File: config.mk
export PLATFORM = sky130hd
export DESIGN_NAME = irq_dest_match
export DESIGN_NICKNAME = d
export VERILOG_FILES = /design/src/rtl/irqdm_pkg.sv /design/src/rtl/irqdm_regs.sv /design/src/rtl/irqdm_physical.sv /design/src/rtl/irqdm_logical.sv /design/src/rtl/irq_dest_match.sv
export SDC_FILE = /design/constraint.sdc
export NUM_CORES = 1
export LEC_CHECK = 0
export BUFFER_PORTS_ARGS = -buffer_cell sky130_fd_sc_hd__buf_4
export CAP_MARGIN = 5
export CORE_MARGIN = 4
export CORE_UTILIZATION = 30
export DETAILED_ROUTE_END_ITERATION = 7
export PLACE_DENSITY = 0.58
export SYNTH_ARGS = -nofsm -noshare
export SYNTH_HDL_FRONTEND = slang
export SYNTH_SLANG_ARGS = --single-unit
File: constraint.sdc
create_clock -name clk -period 1.8 [get_ports clk]
set_input_delay 0 -clock clk [delete_from_list [all_inputs] [get_ports clk]]
set_output_delay 0 -clock clk [all_outputs]
set_load 0.01 [all_outputs]
File: src/rtl/irqdm_pkg.sv
package irqdm_pkg;

  typedef enum logic [1:0] {
    SH_NONE   = 2'd0,
    SH_SELF   = 2'd1,
    SH_ALL    = 2'd2,
    SH_OTHERS = 2'd3
  } shorthand_e;

  typedef enum logic [1:0] {
    SEL_ID   = 2'd0,
    SEL_LDR  = 2'd1,
    SEL_DFR  = 2'd2,
    SEL_NONE = 2'd3
  } cfg_sel_e;

  localparam logic [3:0] MODEL_FLAT    = 4'hF;
  localparam logic [3:0] MODEL_CLUSTER = 4'h0;

  typedef struct packed {
    logic hit;
    logic bad_model;
  } verdict_t;

endpackage

File: src/rtl/irqdm_regs.sv
module irqdm_regs
  import irqdm_pkg::*;
#(
  parameter int           ID_W     = 8,
  parameter int           REG_W    = 32,
  parameter logic [7:0]   RESET_ID = 8'h03
) (
  input  logic             clk,
  input  logic             rst_n,
  input  logic             we,
  input  logic [1:0]       sel,
  input  logic [REG_W-1:0] wdata,
  input  logic             ext_mode,
  output logic [ID_W-1:0]  id_q,
  output logic [REG_W-1:0] ldr_q,
  output logic [REG_W-1:0] dfr_q,
  output logic [REG_W-1:0] ldr_gen
);

  localparam int SLOT_W   = 4;
  localparam int SLOTS    = 1 << SLOT_W;
  localparam int CL_W     = ID_W - SLOT_W;
  localparam int CL_LSB   = SLOTS + SLOT_W;
  localparam int MODEL_W  = 4;
  localparam logic [REG_W-1:0] LDR_KEEP  = {{ID_W{1'b1}}, {(REG_W-ID_W){1'b0}}};
  localparam logic [REG_W-1:0] DFR_FORCE = {{MODEL_W{1'b0}}, {(REG_W-MODEL_W){1'b1}}};

  // Generated logical word for extended mode: cluster field plus one-hot slot.
  logic [SLOTS-1:0] slot_hot;
  for (genvar s = 0; s < SLOTS; s++) begin : g_slot
    assign slot_hot[s] = (id_q[SLOT_W-1:0] == SLOT_W'(s));
  end

  always_comb begin
    ldr_gen                  = '0;
    ldr_gen[SLOTS-1:0]       = slot_hot;
    ldr_gen[CL_LSB +: CL_W]  = id_q[ID_W-1:SLOT_W];
  end

  // Next-state
  logic             id_en, ldr_en, dfr_en;
  logic [ID_W-1:0]  id_d;
  logic [REG_W-1:0] ldr_d, dfr_d;

  always_comb begin
    id_en  = we && (cfg_sel_e'(sel) == SEL_ID)  && !ext_mode;
    dfr_en = we && (cfg_sel_e'(sel) == SEL_DFR) && !ext_mode;
    ldr_en = ext_mode || (we && (cfg_sel_e'(sel) == SEL_LDR));
    id_d   = wdata[REG_W-1 -: ID_W];
    dfr_d  = wdata | DFR_FORCE;
    ldr_d  = ext_mode ? ldr_gen : (wdata & LDR_KEEP);
  end

  // Registers
  always_ff @(posedge clk or negedge rst_n) begin
    if (!rst_n) begin
      id_q  <= RESET_ID[ID_W-1:0];
      ldr_q <= '0;
      dfr_q <= '1;
    end else begin
      if (id_en)  id_q  <= id_d;
      if (ldr_en) ldr_q <= ldr_d;
      if (dfr_en) dfr_q <= dfr_d;
    end
  end

endmodule

File: src/rtl/irqdm_physical.sv
module irqdm_physical #(
  parameter int ID_W  = 8,
  parameter int REG_W = 32
) (
  input  logic             ext_mode,
  input  logic [REG_W-1:0] dest,
  input  logic [ID_W-1:0]  id,
  output logic             hit
);

  localparam logic [ID_W-1:0] BCAST = '1;

  logic short_hit, wide_hit;

  always_comb begin
    short_hit = (dest[ID_W-1:0] == BCAST) || (dest[ID_W-1:0] == id);
    wide_hit  = (dest == REG_W'(BCAST))   || (dest == REG_W'(id));
    hit       = ext_mode ? wide_hit : short_hit;
  end

endmodule

File: src/rtl/irqdm_logical.sv
module irqdm_logical
  import irqdm_pkg::*;
#(
  parameter int ID_W  = 8,
  parameter int REG_W = 32
) (
  input  logic             ext_mode,
  input  logic [REG_W-1:0] dest,
  input  logic [REG_W-1:0] ldr_q,
  input  logic [REG_W-1:0] ldr_gen,
  input  logic [3:0]       model,
  output verdict_t         verdict
);

  localparam int NIB = 4;

  logic [ID_W-1:0] lid, mda;
  logic            flat_hit, cluster_hit, wide_hit;

  always_comb begin
    lid         = ldr_q[REG_W-1 -: ID_W];
    mda         = dest[ID_W-1:0];
    flat_hit    = |(lid & mda);
    cluster_hit = (lid[ID_W-1:NIB] == mda[ID_W-1:NIB]) && (|(lid[NIB-1:0] & mda[NIB-1:0]));
    wide_hit    = |(ldr_gen & dest);

    verdict = '0;
    if (ext_mode) begin
      verdict.hit = wide_hit;
    end else begin
      case (model)
        MODEL_FLAT:    verdict.hit = flat_hit;
        MODEL_CLUSTER: verdict.hit = cluster_hit;
        default:       verdict.bad_model = 1'b1;
      endcase
    end
  end

endmodule

File: src/rtl/irq_dest_match.sv
module irq_dest_match
  import irqdm_pkg::*;
#(
  parameter int         ID_W     = 8,
  parameter int         REG_W    = 32,
  parameter logic [7:0] RESET_ID = 8'h03
) (
  input  logic             clk,
  input  logic             rst_n,
  input  logic             cfg_we,
  input  logic [1:0]       cfg_sel,
  input  logic [REG_W-1:0] cfg_wdata,
  input  logic             ext_mode,
  input  logic [1:0]       req_short,
  input  logic             req_logical,
  input  logic [REG_W-1:0] req_dest,
  input  logic             req_from_self,
  output logic             match,
  output logic             model_err,
  output logic [ID_W-1:0]  cfg_id,
  output logic [REG_W-1:0] cfg_ldr,
  output logic [REG_W-1:0] cfg_dfr
);

  localparam int MODEL_W = 4;

  logic [ID_W-1:0]  id_q;
  logic [REG_W-1:0] ldr_q, dfr_q, ldr_gen;
  logic             phys_hit;
  verdict_t         log_v;

  irqdm_regs #(.ID_W(ID_W), .REG_W(REG_W), .RESET_ID(RESET_ID)) u_regs (
    .clk      (clk),
    .rst_n    (rst_n),
    .we       (cfg_we),
    .sel      (cfg_sel),
    .wdata    (cfg_wdata),
    .ext_mode (ext_mode),
    .id_q     (id_q),
    .ldr_q    (ldr_q),
    .dfr_q    (dfr_q),
    .ldr_gen  (ldr_gen)
  );

  irqdm_physical #(.ID_W(ID_W), .REG_W(REG_W)) u_phys (
    .ext_mode (ext_mode),
    .dest     (req_dest),
    .id       (id_q),
    .hit      (phys_hit)
  );

  irqdm_logical #(.ID_W(ID_W), .REG_W(REG_W)) u_log (
    .ext_mode (ext_mode),
    .dest     (req_dest),
    .ldr_q    (ldr_q),
    .ldr_gen  (ldr_gen),
    .model    (dfr_q[REG_W-1 -: MODEL_W]),
    .verdict  (log_v)
  );

  // Next-state
  logic match_d, err_d;

  always_comb begin
    match_d = 1'b0;
    err_d   = 1'b0;
    case (shorthand_e'(req_short))
      SH_NONE: begin
        if (req_logical) begin
          match_d = log_v.hit;
          err_d   = log_v.bad_model;
        end else begin
          match_d = phys_hit;
        end
      end
      SH_SELF:   match_d = req_from_self;
      SH_ALL:    match_d = 1'b1;
      SH_OTHERS: match_d = !req_from_self;
      default:   match_d = 1'b0;
    endcase
  end

  // Registers
  always_ff @(posedge clk or negedge rst_n) begin
    if (!rst_n) begin
      match     <= 1'b0;
      model_err <= 1'b0;
    end else begin
      match     <= match_d;
      model_err <= err_d;
    end
  end

  assign cfg_id  = id_q;
  assign cfg_ldr = ldr_q;
  assign cfg_dfr = dfr_q;

endmodule

Word level (Yosys, flattened, before mapping):

Cells that the tools add are included.

* eq/ne operators: 26
* mux-type cells: 10
* bitwise gates (word level): 3
* reduce and logical (&&, ||, !) cells: 19

Operator list (number)
* equality test 4 bit, second input constant: 9
* bitwise AND 24 x 32 -> 32 bit: 1
* equality test 32 x 8 -> 1 bit: 1
* equality test 32 x 8 -> 1 bit, second input constant: 1
* 2-to-1 mux 32 bit: 1
* OR reduction 32 bit: 1
* equality test 4 x 3 -> 1 bit, second input constant: 4
* bitwise AND 8 bit: 1
* equality test 4 x 2 -> 1 bit, second input constant: 2
* equality test 8 bit: 1
* equality test 8 bit, second input constant: 1
* logical NOT 4 bit: 2
* OR reduction 8 bit: 1
* 2-to-1 mux 1 bit: 7
* equality test 2 bit, second input constant: 3
* logical AND 1 bit: 6
* bitwise AND 4 bit: 1
* equality test 2 x 1 -> 1 bit, second input constant: 2
* equality test 4 x 1 -> 1 bit, second input constant: 1
* equality test 4 bit: 1
* logical NOT 2 bit: 2
* case mux 1 bit (4 select lines): 1
* OR reduction 4 bit: 1
* logical OR 1 bit: 3
* other kinds (3): 4

* flip-flop bits (word level): 46
* input bits: 74
* logic and storage cells: 63

Depth between registers and ports, before layout:

Gate-level depths: netlist of run 1.

* depth in word-level cells: 7
* depth in mapped cells: 6
* gate-level depth less buffers: 5

Hierarchy:

From an unflattened synthesis of run 1, not the netlist that was laid out.

* cells, all modules: 284
* area total of the unflattened synthesis: 2758.9 um2

By module, submodules not included
* irqdm_regs: times used 1, cells an instance 213, area an instance 2189.6 um2, sequential area each 1008.5 um2
* irqdm_logical: times used 1, cells an instance 39, area an instance 295.3 um2, sequential area each 0.0 um2
* irqdm_physical: times used 1, cells an instance 23, area an instance 181.4 um2, sequential area each 0.0 um2
* irq_dest_match: times used 1, cells an instance 9, area an instance 92.6 um2, sequential area each 50.0 um2

Worst setup path after synthesis of run 1:

No wires, ideal clock.

* path kind: reg2reg
* from: register u_regs.ldr_q[29]
* to: register match
* setup time: 0.129 ns
* data arrival time: 1.676 ns
* required time: 1.671 ns
* setup slack: -0.005 ns
* stages on the path, launching flop included: 6
* cells stage by stage: dfrtp_1 > ha_1 > or4_1 > o21ai_0 > a21oi_1 > o41a_1

* cells in the longest elaborated chain, start to end: 6
* elaborated cells between the ends (all ways): 8

Ends and longest elaborated chain
* from (decl): RTL line irqdm_regs.sv:15 `output logic [REG_W-1:0] ldr_q,`
* from (signal assigned): RTL line irqdm_regs.sv:62 `if (ldr_en) ldr_q <= ldr_d;`
* bitwise AND 8 bit / equality test 4 bit (equally long branches): RTL line irqdm_logical.sv:23, irqdm_logical.sv:24
* OR reduction 8 bit / logical AND 1 bit (equally long branches): RTL line irqdm_logical.sv:23, irqdm_logical.sv:24
* case mux 1 bit (2 select lines) (*): RTL line irqdm_logical.sv:31 `case (model)`
* 2-to-1 mux 1 bit (*): RTL line irqdm_logical.sv:28 `if (ext_mode) begin`
* 2-to-1 mux 1 bit (*): RTL line irq_dest_match.sv:69 `if (req_logical) begin`
* case mux 1 bit (4 select lines) (*): RTL line irq_dest_match.sv:67 `case (shorthand_e'(req_short))`
* named net match_d: RTL line irq_dest_match.sv:62 `logic match_d, err_d;`
* to (signal assigned): RTL line irq_dest_match.sv:89 `match <= match_d;`
* to (decl): RTL line irq_dest_match.sv:18 `output logic match,`

The timed path passes the listed nets; every way through them passes the cells marked *.
A chain may end at the register's enable or synchronous reset.

Worst setup path in the final report of run 1:

Same ends and word-level chain as after synthesis.

==> results by group, run 1 <==
Drt
  • Initial DRT Pass Iterations: 4
  • Routed Antenna Nets: 0
  • # DRC: 0
  • Initial DRC count: 85
  • Vias/cell: roughly 4.7
  • Via Count: between 2k and 2.5k
  • Final WL: a little over 7000 um
  • DR WL/cell: 15.5 um

Yosys
  • Synth area leader: dfrtp_1
  • Post-Synthesis Cells: ~250
  • Synth area leaders: dfrtp_1 36%, buf_4 9.7%, dfstp_2 6.3%, mux2_4 6.0%, nand2_1 5.9%
  • Synth top area share: between 30% and 40%
  • Post-synth EDFFs: 0
  • Yosys cell types: 47
  • Syn avg cell area: around 10 um2
  • Fraction of registers with async set/reset: 100%
  • Flops & latches, synth: 42
  • Syn Std Cell Area: between 2000 and 2500 um2
  • Top_reg_cell synth: dfrtp_1
  • Synth warn: 0
  • Register area share after synthesis: a little over two fifths

Worst setup path
  • Critical-path cell list: ha_2 -> or4_1 -> o21ai_1 -> a21oi_1 -> o41a_1
  • Worst Path Arrival: between 1.5 and 2 ns
  • R2r setup slk: roughly 0.0018 ns
  • R2r startpoint: u_regs.ldr_q[29]$_DFFE_PN0P_
  • Worst setup EP type: register
  • Worst-path fanout max: 2
  • CP Launch Point: u_regs.ldr_q[29]$_DFFE_PN0P_
  • Crit path capture: match$_DFF_PN0_
  • RR Endpoint: match$_DFF_PN0_
  • Slowest CP cell: or4_1
  • R2R depth: 5
  • Crit Path Category: reg -> reg
  • Max incr delay on CP: 0.51 ns
  • Setup crit start kind: register
  • Worst EP required: just under 2 ns

Pwr
  • Pleak: approximately 1.7 nW
  • NetSw: 0.000943 W
  • Int Power: about 0.0019 W
  • Clock power frac: between 20% and 30%
  • Peak supply drop: ~390 uV
  • Sw Ratio: between 30% and 40%
  • PwrDens: about 820 nW/um2
  • Comb power frac: about a third
  • Sequential power share: a little over two fifths

Global route
  • Global-route wire length before repair: 11,200 um
  • GRT Total Usage: between 10% and 20%
  • Pin count of the biggest net entering global routing: 43
  • Initial antenna violation count: 0
  • Global route overflow: 0
  • Vias in the first global route: 2,165

CTS
  • Worst skew pair latency: 0.30 ns
  • Clock Sinks: 42
  • CTS root buf: clkbuf_8
  • Clock Tree Buf Depth: 2
  • Clock input transition at the sequential cells of the worst setup and hold paths: roughly 0.090 ns
  • TritonCTS clock tree: done
  • Total setup buffers inserted after CTS: 0
  • CTS buffer count: 5
  • H-tree depth: 2

Timing
  • Layout Skew: between 0.008 and 0.009 ns
  • Setup TNS: 0 ns
  • Minimum clock period: between 1.5 and 2 ns
  • RSZ-0062 raised after global routing: yes
  • Fin. max-slew vios: 0
  • Actual slew at the worst max-slew pin: around 0.64 ns
  • Final setup violating endpoints: 0
  • Fin crit share: 99.9%
  • Fmax: roughly 560 MHz
  • Final Hold Viols: 0
  • Headroom to the max-slew limit: a little under three fifths
  • Fin worst setup slack: between 0.0015 and 0.002 ns

Die
  • Die width: approximately 99 um
  • Die Area: just under 10,000 um2
  • Initial Util: roughly a third
  • Core area: 7890 um2
  • Die Ht: about 100 um
  • Site Rows: 32
  • IO Count: about 150

Run status
  • Run status: complete, no violations

Placed design
  • Buffers on Ports: 91
  • Detailed placement HPWL: 5530 um
  • Pre-CTS setup slack: ~0.017 ns
  • RD Place Congestion: between 0.8 and 0.9

Cells and area
  • Nets: ~440
  • Most frequent cells in the layout: 106 x buf_4, 39 x nand2_1, 36 x dfrtp_1
  • Commonest non-fill, non-tap cell in the layout: buf_4
  • Layout area overhead: 38.0%
  • # diodes: 0
  • Layout cells sized above 1: 38.0%

Run
  • Max_cap viols: 0

Min path
  • Hold crit path type: in -> reg
-- registers in the layout, summed over array words and instances (netlist names) --
| signal | count |
|---|---|
| u_regs.ldr_q | 28 |
| u_regs.id_q | 8 |
| u_regs.dfr_q | 4 |
| match | 1 |
| model_err | 1 |
-- worst min-delay path by stage --
stage	start	endpoint	slack, ns	depth (start not counted)
global route	ext_mode	u_regs.ldr_q[20]$_DFFE_PN0P_	0.08	3
finish	req_from_self	match$_DFF_PN0_	0.07	4
CTS	req_short[1]	match$_DFF_PN0_	0.07	3
detailed placement	rst_n	u_regs.ldr_q[30]$_DFFE_PN0P_	0.03	1
global placement	rst_n	u_regs.id_q[7]$_DFFE_PN0P_	0.02	1
floorplan	rst_n	match$_DFF_PN0_	-0.30	0
-- synthesized netlist by cell type, types with 5 or more instances --
library cell / n
dfrtp_1: 36
xor2_1: 8
buf_4: 32
dfstp_2: 6
a22o_1: 6
nor4_1: 11
nand2_1: 39
o21ai_0: 7
mux2_1: 5
mux2_4: 10
a21oi_1: 11
a22oi_1: 6
buf_2: 6
-- per-layer routing --
| metal | routed length, um | GRT usage [%] |
|---|---|---|
| met5 | 0 | 0 |
| met3 | 591 | 3.47 |
| met4 | 70 | 3.57 |
| met2 | 3380 | 23.1 |
| met1 | 3100 | 19.1 |
-- metrics by stage --
step	hold WS (ns)	cells	total power, W	cell area [um2]	utilization [%]
after floorplan	-0.296	276	0.00176	2600	-
after global placement	0.0197	440	0.00217	3210	40.7
after detailed placement	0.0296	440	0.00219	3210	40.7
after CTS	0.0681	460	0.00285	3420	43.4
after global routing	0.0763	460	0.00300	3430	43.4
final	0.0700	460	0.00281	3430	43.4
-- worst max-delay path: cells and delay by family, from the launching register on --
kind / cells / cell delay [ns]
AND/OR/NAND/NOR: 1 / 0.51
flip-flops: 1 / 0.40
AO/OA/AOI/OAI: 3 / 0.61
adder cells (fa/ha/maj): 1 / 0.17
-- repair_timing --
action,CTS,global route
hold buffers,12,0
gates resized for setup,1,1
endpoints found under the hold margin,58,0
endpoints found under the setup margin,1,1
-- power groups by stage --
| stage | clock network (W) | logic, W | registers, W |
|---|---|---|---|
| 3_5_place_dp | 0 | 0.000933 | 0.00126 |
| 4_1_cts | 0.000655 | 0.000957 | 0.00124 |
| 3_3_place_gp | 0 | 0.000919 | 0.00125 |
| 2_1_floorplan | 0 | 0.000506 | 0.00125 |
| 6_report | 0.000630 | 0.000945 | 0.00124 |
| 5_1_grt | 0.000695 | 0.00104 | 0.00126 |
-- layout make-up --
class	instances	area, um2
sequential	42	1060
timing repair buffer	118	916
clock buffer	5	68.8
clock inverter	3	21.3
fill	818	4460
multi-input combinational	190	1230
tap	102	128
-- cells by family (layout without fill, tap and decap cells) --
family / count (synthesis) / in the layout / synth area share, %
XOR/XNOR: 9 / 9 / 3.17
buffers and inverters: 44 / 126 / 12.4
flip-flops: 42 / 42 / 42.6
multiplexers: 17 / 17 / 9.12
adder cells (fa/ha/maj): 4 / 4 / 2.02
AO/OA/AOI/OAI: 45 / 45 / 12.5
other: 2 / 32 / 0.302
AND/OR/NAND/NOR: 83 / 83 / 17.9
No activity file was read; power rests on OpenSTA's default activity.
==> run 2, diff against run 1 <==
CORE_MARGIN = 8   (was 4)
CTS_BUF_LIST = sky130_fd_sc_hd__clkbuf_4 sky130_fd_sc_hd__clkbuf_8   (was not set)
==> results by group, run 2 (synthesis results as in run 1) <==
Drt
  • Initial DRC count: 129 (+52%)
  • Routed Antenna Nets: 0 (unchanged)
  • Initial DRT Pass Iterations: 4 (unchanged)
  • Via Count: 2,155 (+0.19%)
  • Vias/cell: 4.65 (-0.46%)
  • # DRC: 0 (unchanged)
  • DR WL/cell: 16.3 um (+5.3%)
  • Final WL: 7570 um (+6.0%)

CTS
  • Worst skew pair latency: 0.30 ns (about the same)
  • TritonCTS clock tree: done
  • Clock input transition at the sequential cells of the worst setup and hold paths: 0.08 ns (about the same)
  • Clock Tree Buf Depth: 2 (unchanged)
  • CTS root buf: clkbuf_8
  • CTS buffer count: 5 (unchanged)
  • H-tree depth: 2 (unchanged)
  • Clock Sinks: 42 (unchanged)

Pwr
  • Peak supply drop: 322 uV (-18%)
  • PwrDens: 826 nW/um2 (+0.67%)
  • Pleak: 1.66 nW (+0.35%)

Timing
  • Headroom to the max-slew limit: 61.7% (+4.4 points)
  • Final Hold Viols: 0 (unchanged)
  • Fin worst setup slack: 0.0306 ns (+0.0288 ns)
  • Actual slew at the worst max-slew pin: 0.569 ns (-0.0658 ns)
  • Final setup violating endpoints: 0 (unchanged)
  • Layout Skew: 0.00472 ns (-0.00329 ns)
  • Fin. max-slew vios: 0 (unchanged)
  • Fin crit share: 98.3% (-1.6 points)
  • Fmax: 565 MHz (+1.6%)
  • Minimum clock period: 1.77 ns (-0.0288 ns)
  • RSZ-0062 raised after global routing: yes

Worst setup path
  • Worst-path fanout max: 2 (unchanged)
  • Worst EP required: 1.98 ns (about the same)
  • Setup crit start kind: register
  • Worst Path Arrival: 1.95 ns (-0.03 ns)
  • Crit Path Category: reg -> reg
  • Worst setup EP type: register

Die
  • Die width: 107 um (+8.1%)
  • Initial Util: 30.5% (-0.95 points)
  • IO Count: 148 (unchanged)
  • Core area: 8130 um2 (+3.1%)
  • Site Rows: 33 (+3.1%)
  • Die Ht: 107 um (+8.1%)
  • Die Area: 11,400 um2 (+17%)

Cells and area
  • Filler cells: 834 (+2.0%)
  • Nets: 435 (unchanged)
  • Design area: 3440 um2 (+0.51%)
  • Layout cells sized above 1: 38.5% (+0.56 points)
  • Register Area: 1060 um2 (unchanged)
  • Largest Register: u_regs.ldr_q
  • Max reg flops: 28 (unchanged)
  • # diodes: 0 (unchanged)
  • Commonest non-fill, non-tap cell in the layout: buf_4
  • Layout area overhead: 38.7%
  • Area occupied by multi-input gates: 1240 um2 (+0.71%)
  • Most frequent cells in the layout: 106 x buf_4, 39 x nand2_1, 36 x dfrtp_1
  • Biggest regs: u_regs.ldr_q x28, u_regs.id_q x8, u_regs.dfr_q x4

Global route
  • Vias in the first global route: 2,278 (+5.2%)
  • Pin count of the biggest net entering global routing: 43 (unchanged)
  • GRT Total Usage: 13.0% (-1.2 points)
  • Global-route wire length before repair: 12,000 um (+7.1%)
  • Initial antenna violation count: 0 (unchanged)
  • Global route overflow: 0 (unchanged)

Placed design
  • Detailed placement HPWL: 5910 um (+6.9%)
  • Placed Instance Area: 3200 um2 (-0.35%)
  • Buffers on Ports: 91 (unchanged)
  • RD Place Congestion: 0.787 (-1.6%)
  • Pre-CTS setup slack: 0.0305 ns (+0.0137 ns)

Min path
  • Hold crit path type: in -> reg

Run status
  • Run status: complete, no violations

Run
  • Max_cap viols: 0 (unchanged)
run 2: area by class of cell:
class	count	share of cell area, %
Multi-Input combinational cell	190	36.1
Sequential cell	42	30.7
Timing Repair Buffer	118	26.6
Tap cell	105	3.81
Clock buffer	6	2.40
Clock inverter	2	0.363
run 2: worst max-delay path, cell delays in order (launching register included):
cell and delay [ns]:
dfrtp_1 0.39, ha_2 0.16, or4_1 0.51, o21ai_1 0.12, a21oi_1 0.08, o41a_1 0.40
run 2: layer usage:
metal / vias to the layer above / part of all wire, % / global-route usage (%)
met4: 0 / 0.90 / 3.02
met3: 6 / 8.3 / 4.14
li1: 1029 / - / -
met5: - / 0 / 0
met2: 72 / 48 / 21.9
met1: 1048 / 42 / 15.8
run 2: stage by stage:
step	total power, W	setup TNS (ns)	utilization (%)	hold WS [ns]	cells
after floorplan	0.00176	0	-	-0.296	276
after global placement	0.00217	0	39.3	0.0181	441
after detailed placement	0.00219	0	39.3	0.0278	441
after CTS	0.00286	0	42.0	0.0617	461
after global routing	0.00302	-0.0460	42.3	0.0761	463
final	0.00285	0	42.3	0.0618	463
run 2: what timing repair did:
item,CTS,global route
setup buffers,0,2
gates resized for setup,0,4
hold endpoints to repair,58,0
hold buffers,12,0
setup endpoints to repair,0,1
run 2: final timing paths:
| kind | startpoint | endpoint | slack [ns] | depth (start not counted) |
|---|---|---|---|---|
| hold / removal | req_from_self | match$_DFF_PN0_ | 0.06 | 4 |
| setup / recovery | u_regs.ldr_q[29]$_DFFE_PN0P_ | match$_DFF_PN0_ | 0.03 | 5 |
| setup reg to reg | u_regs.ldr_q[29]$_DFFE_PN0P_ | match$_DFF_PN0_ | 0.03 | 5 |
| hold reg to reg | u_regs.ldr_q[2]$_DFFE_PN0P_ | u_regs.ldr_q[2]$_DFFE_PN0P_ | 0.49 | 2 |
| max in group asynchronous | rst_n | u_regs.id_q[0]$_DFFE_PN1P_ | 1.18 | 2 |
| min in group asynchronous | rst_n | u_regs.ldr_q[23]$_DFFE_PN0P_ | 0.24 | 2 |
run 2: power breakdown:
| part | internal (W) | switching, W | total [W] | leakage (nW) |
|---|---|---|---|---|
| clock network | 0.000309 | 0.000349 | 0.000658 | 0.0472 |
| logic | 0.000505 | 0.000443 | 0.000947 | 1.07 |
| registers | 0.00109 | 0.000153 | 0.00124 | 0.540 |
==> run 3, diff against run 2 <==
--- a/config.mk
+++ b/config.mk
@@ -12,2 +12,3 @@
 export CTS_BUF_LIST = sky130_fd_sc_hd__clkbuf_4 sky130_fd_sc_hd__clkbuf_8
+export CTS_CLUSTER_DIAMETER = 50
 export DETAILED_ROUTE_END_ITERATION = 7
--- a/constraint.sdc
+++ b/constraint.sdc
@@ -3,2 +3,2 @@
 set_output_delay 0 -clock clk [all_outputs]
-set_load 0.01 [all_outputs]
+set_load 0.02 [all_outputs]
==> results by group, run 3 (synthesis results as in run 1) <==
Run status
  • Run status: complete, no violations

Worst setup path
  • Critical-path cell list: ha_2 -> or4_1 -> o21ai_1 -> a21oi_1 -> o41a_1
  • Crit Path Category: reg -> reg
  • Worst Path Arrival: 1.97 ns (+0.02 ns)
  • CP top delay family: compound AO/OA/AOI/OAI gates
  • Worst Path Buf+Inv: 0 (unchanged)
  • Max incr delay on CP: 0.51 ns (about the same)
  • Worst EP required: 1.98 ns (about the same)
  • CP Launch Point: u_regs.ldr_q[29]$_DFFE_PN0P_
  • R2r startpoint: u_regs.ldr_q[29]$_DFFE_PN0P_
  • Worst-path fanout max: 2 (unchanged)
  • Setup crit start kind: register
  • Worst setup EP type: register
  • Slowest CP cell: or4_1

Timing
  • Final setup violating endpoints: 0 (unchanged)
  • Layout Skew: 0.00716 ns (+0.00244 ns)
  • Fin crit share: 99.6% (+1.3 points)
  • Fmax: 558 MHz (-1.3%)
  • Fin. max-slew vios: 0 (unchanged)
  • Actual slew at the worst max-slew pin: 0.609 ns (+0.0402 ns)
  • RSZ-0062 raised after global routing: yes
  • Final Hold Viols: 0 (unchanged)
  • Headroom to the max-slew limit: 59.0% (-2.7 points)
  • Final hold slack: 0.0158 ns (-0.0461 ns)
  • Minimum clock period: 1.79 ns (+0.0239 ns)
  • Setup TNS: 0 ns (unchanged)

Placed design
  • Post-Place Cells: 440 (-0.23%)
  • RD Place Congestion: 0.779 (-0.99%)
  • Detailed placement HPWL: 5880 um (-0.50%)
  • Buffers on Ports: 91 (unchanged)

Global route
  • Vias in the first global route: 2,232 (-2.0%)
  • GRT Total Usage: 12.9% (-0.10 points)
  • Initial antenna violation count: 0 (unchanged)
  • Pin count of the biggest net entering global routing: 43 (unchanged)
  • Global-route wire length before repair: 11,800 um (-1.9%)
  • Global route overflow: 0 (unchanged)

Min path
  • Hold Path Origin: req_logical
  • Hold crit path type: in -> reg

Drt
  • Via Count: 2,109 (-2.1%)
  • Final WL: 7510 um (-0.78%)
  • Initial DRC count: 83 (-36%)
  • Routed Antenna Nets: 0 (unchanged)
  • # DRC: 0 (unchanged)
  • Vias/cell: 4.58 (-1.5%)
  • Initial DRT Pass Iterations: 5 (+1)
  • DR WL/cell: 16.3 um (-0.13%)

Cells and area
  • Largest Register: u_regs.ldr_q
  • Commonest non-fill, non-tap cell in the layout: buf_4
  • # diodes: 0 (unchanged)
  • Most frequent cells in the layout: 104 x buf_4, 39 x nand2_1, 34 x dfrtp_1
  • Layout cells sized above 1: 38.3% (-0.24 points)
  • Layout area overhead: 38.2%
  • Filler cells: 815 (-2.3%)
  • Max reg flops: 28 (unchanged)
  • Biggest regs: u_regs.ldr_q x28, u_regs.id_q x8, u_regs.dfr_q x4
  • Nets: 432 (-0.69%)
  • Cell Count, Final, Fillers Out: 460 (-0.65%)

Pwr
  • Pleak: 1.65 nW (-0.66%)
  • Clock power frac: 24.9% (+1.8 points)
  • PwrDens: 892 nW/um2 (+7.9%)
  • Peak supply drop: 423 uV (+32%)
  • NetSw: 0.00104 W (+10%)
  • Int Power: 0.00202 W (+6.1%)
  • Sw Ratio: 34.1% (+0.91 points)
  • Comb power frac: 34.7% (+1.4 points)
  • Sequential power share: 40.4% (-3.2 points)

CTS
  • Worst skew pair latency: 0.30 ns (about the same)
  • TritonCTS clock tree: done
  • CTS buffer count: 5 (unchanged)
  • Clock Sinks: 42 (unchanged)
  • Clock input transition at the sequential cells of the worst setup and hold paths: 0.08 ns (about the same)
  • CTS root buf: clkbuf_8
  • H-tree depth: 2 (unchanged)
  • Clock Tree Buf Depth: 2 (unchanged)

Run
  • Max_cap viols: 0 (unchanged)

Die
  • Die width: 107 um (unchanged)
  • Die Ht: 107 um (unchanged)
  • Core area: 8130 um2 (unchanged)
  • Site Rows: 33 (unchanged)
  • Die Area: 11,400 um2 (unchanged)
  • IO Count: 148 (unchanged)
  • Initial Util: 30.5% (unchanged)
## run 3: changes by cell type in the layout (fill, tap and decap cells not counted), sizes merged
| cell | delta |
|---|---|
| buf | -2 |
| dlygate4sd3 | -1 |
| clkinv | -1 |
| bufinv | +1 |
## run 3: metrics by stage
step | instance area (um2) | total power, W | setup slack (ns) | util [%]
2_1_floorplan | 2600 | 0.00188 | -0.0152 | -
3_3_place_gp | 3200 | 0.00230 | 0.0205 | 39.3
3_5_place_dp | 3200 | 0.00231 | 0.0201 | 39.3
4_1_cts | 3420 | 0.00310 | 0.00232 | 42.0
5_1_grt | 3430 | 0.00323 | -0.0440 | 42.2
6_report | 3430 | 0.00306 | 0.00670 | 42.2
## run 3: path summary, 6_finish.rpt
| check | end | slack [ns] | depth (start not counted) |
|---|---|---|---|
| hold / removal | model_err$_DFF_PN0_ | 0.02 | 3 |
| max in group asynchronous | u_regs.ldr_q[28]$_DFFE_PN0P_ | 1.16 | 2 |
| setup reg to reg | match$_DFF_PN0_ | 0.007 | 5 |
| hold reg to reg | u_regs.ldr_q[14]$_DFFE_PN0P_ | 0.48 | 2 |
| min in group asynchronous | u_regs.id_q[6]$_DFFE_PN0P_ | 0.23 | 2 |
| setup / recovery | match$_DFF_PN0_ | 0.007 | 5 |
## run 3: power by group through the flow
stage                     combinational, W  clock (W)  sequential (W)
after floorplan                   0.000536          0         0.00135
after global placement             0.00104          0         0.00125
after detailed placement           0.00105          0         0.00126
after CTS                          0.00107   0.000785         0.00124
after global routing               0.00115   0.000822         0.00126
final                              0.00106   0.000762         0.00124
## run 3: repair_timing
action	CTS	global route
hold buffers	11	0
resized for setup	0	2
setup buffers	0	1
endpoints found under the setup margin	0	1
endpoints found under the hold margin	58	0
## run 3: final cells by class
class | instances | area, um2 | share of cell area, %
Clock buffer | 6 | 76.3 | 2.22
Sequential cell | 42 | 1060 | 30.9
Tap cell | 105 | 131 | 3.83
Multi-Input combinational cell | 190 | 1230 | 36.0
Clock inverter | 2 | 37.5 | 1.09
Timing Repair Buffer | 115 | 891 | 26.0
## run 3: layer usage
metal	wire length (um)	vias to the layer above	GRT usage, %
li1	-	1027	-
met1	3130	996	15.4
met3	629	6	3.96
met2	3680	80	22.2
met5	0	-	0
met4	66	0	3.02
## run 3: worst reg2reg max path, delay by kind of cell, from the launching register on
family,cells,cell delay (ns)
AND/OR/NAND/NOR,1,0.51
adder cells (fa/ha/maj),1,0.16
flip-flops,1,0.41
AO/OA/AOI/OAI,3,0.59
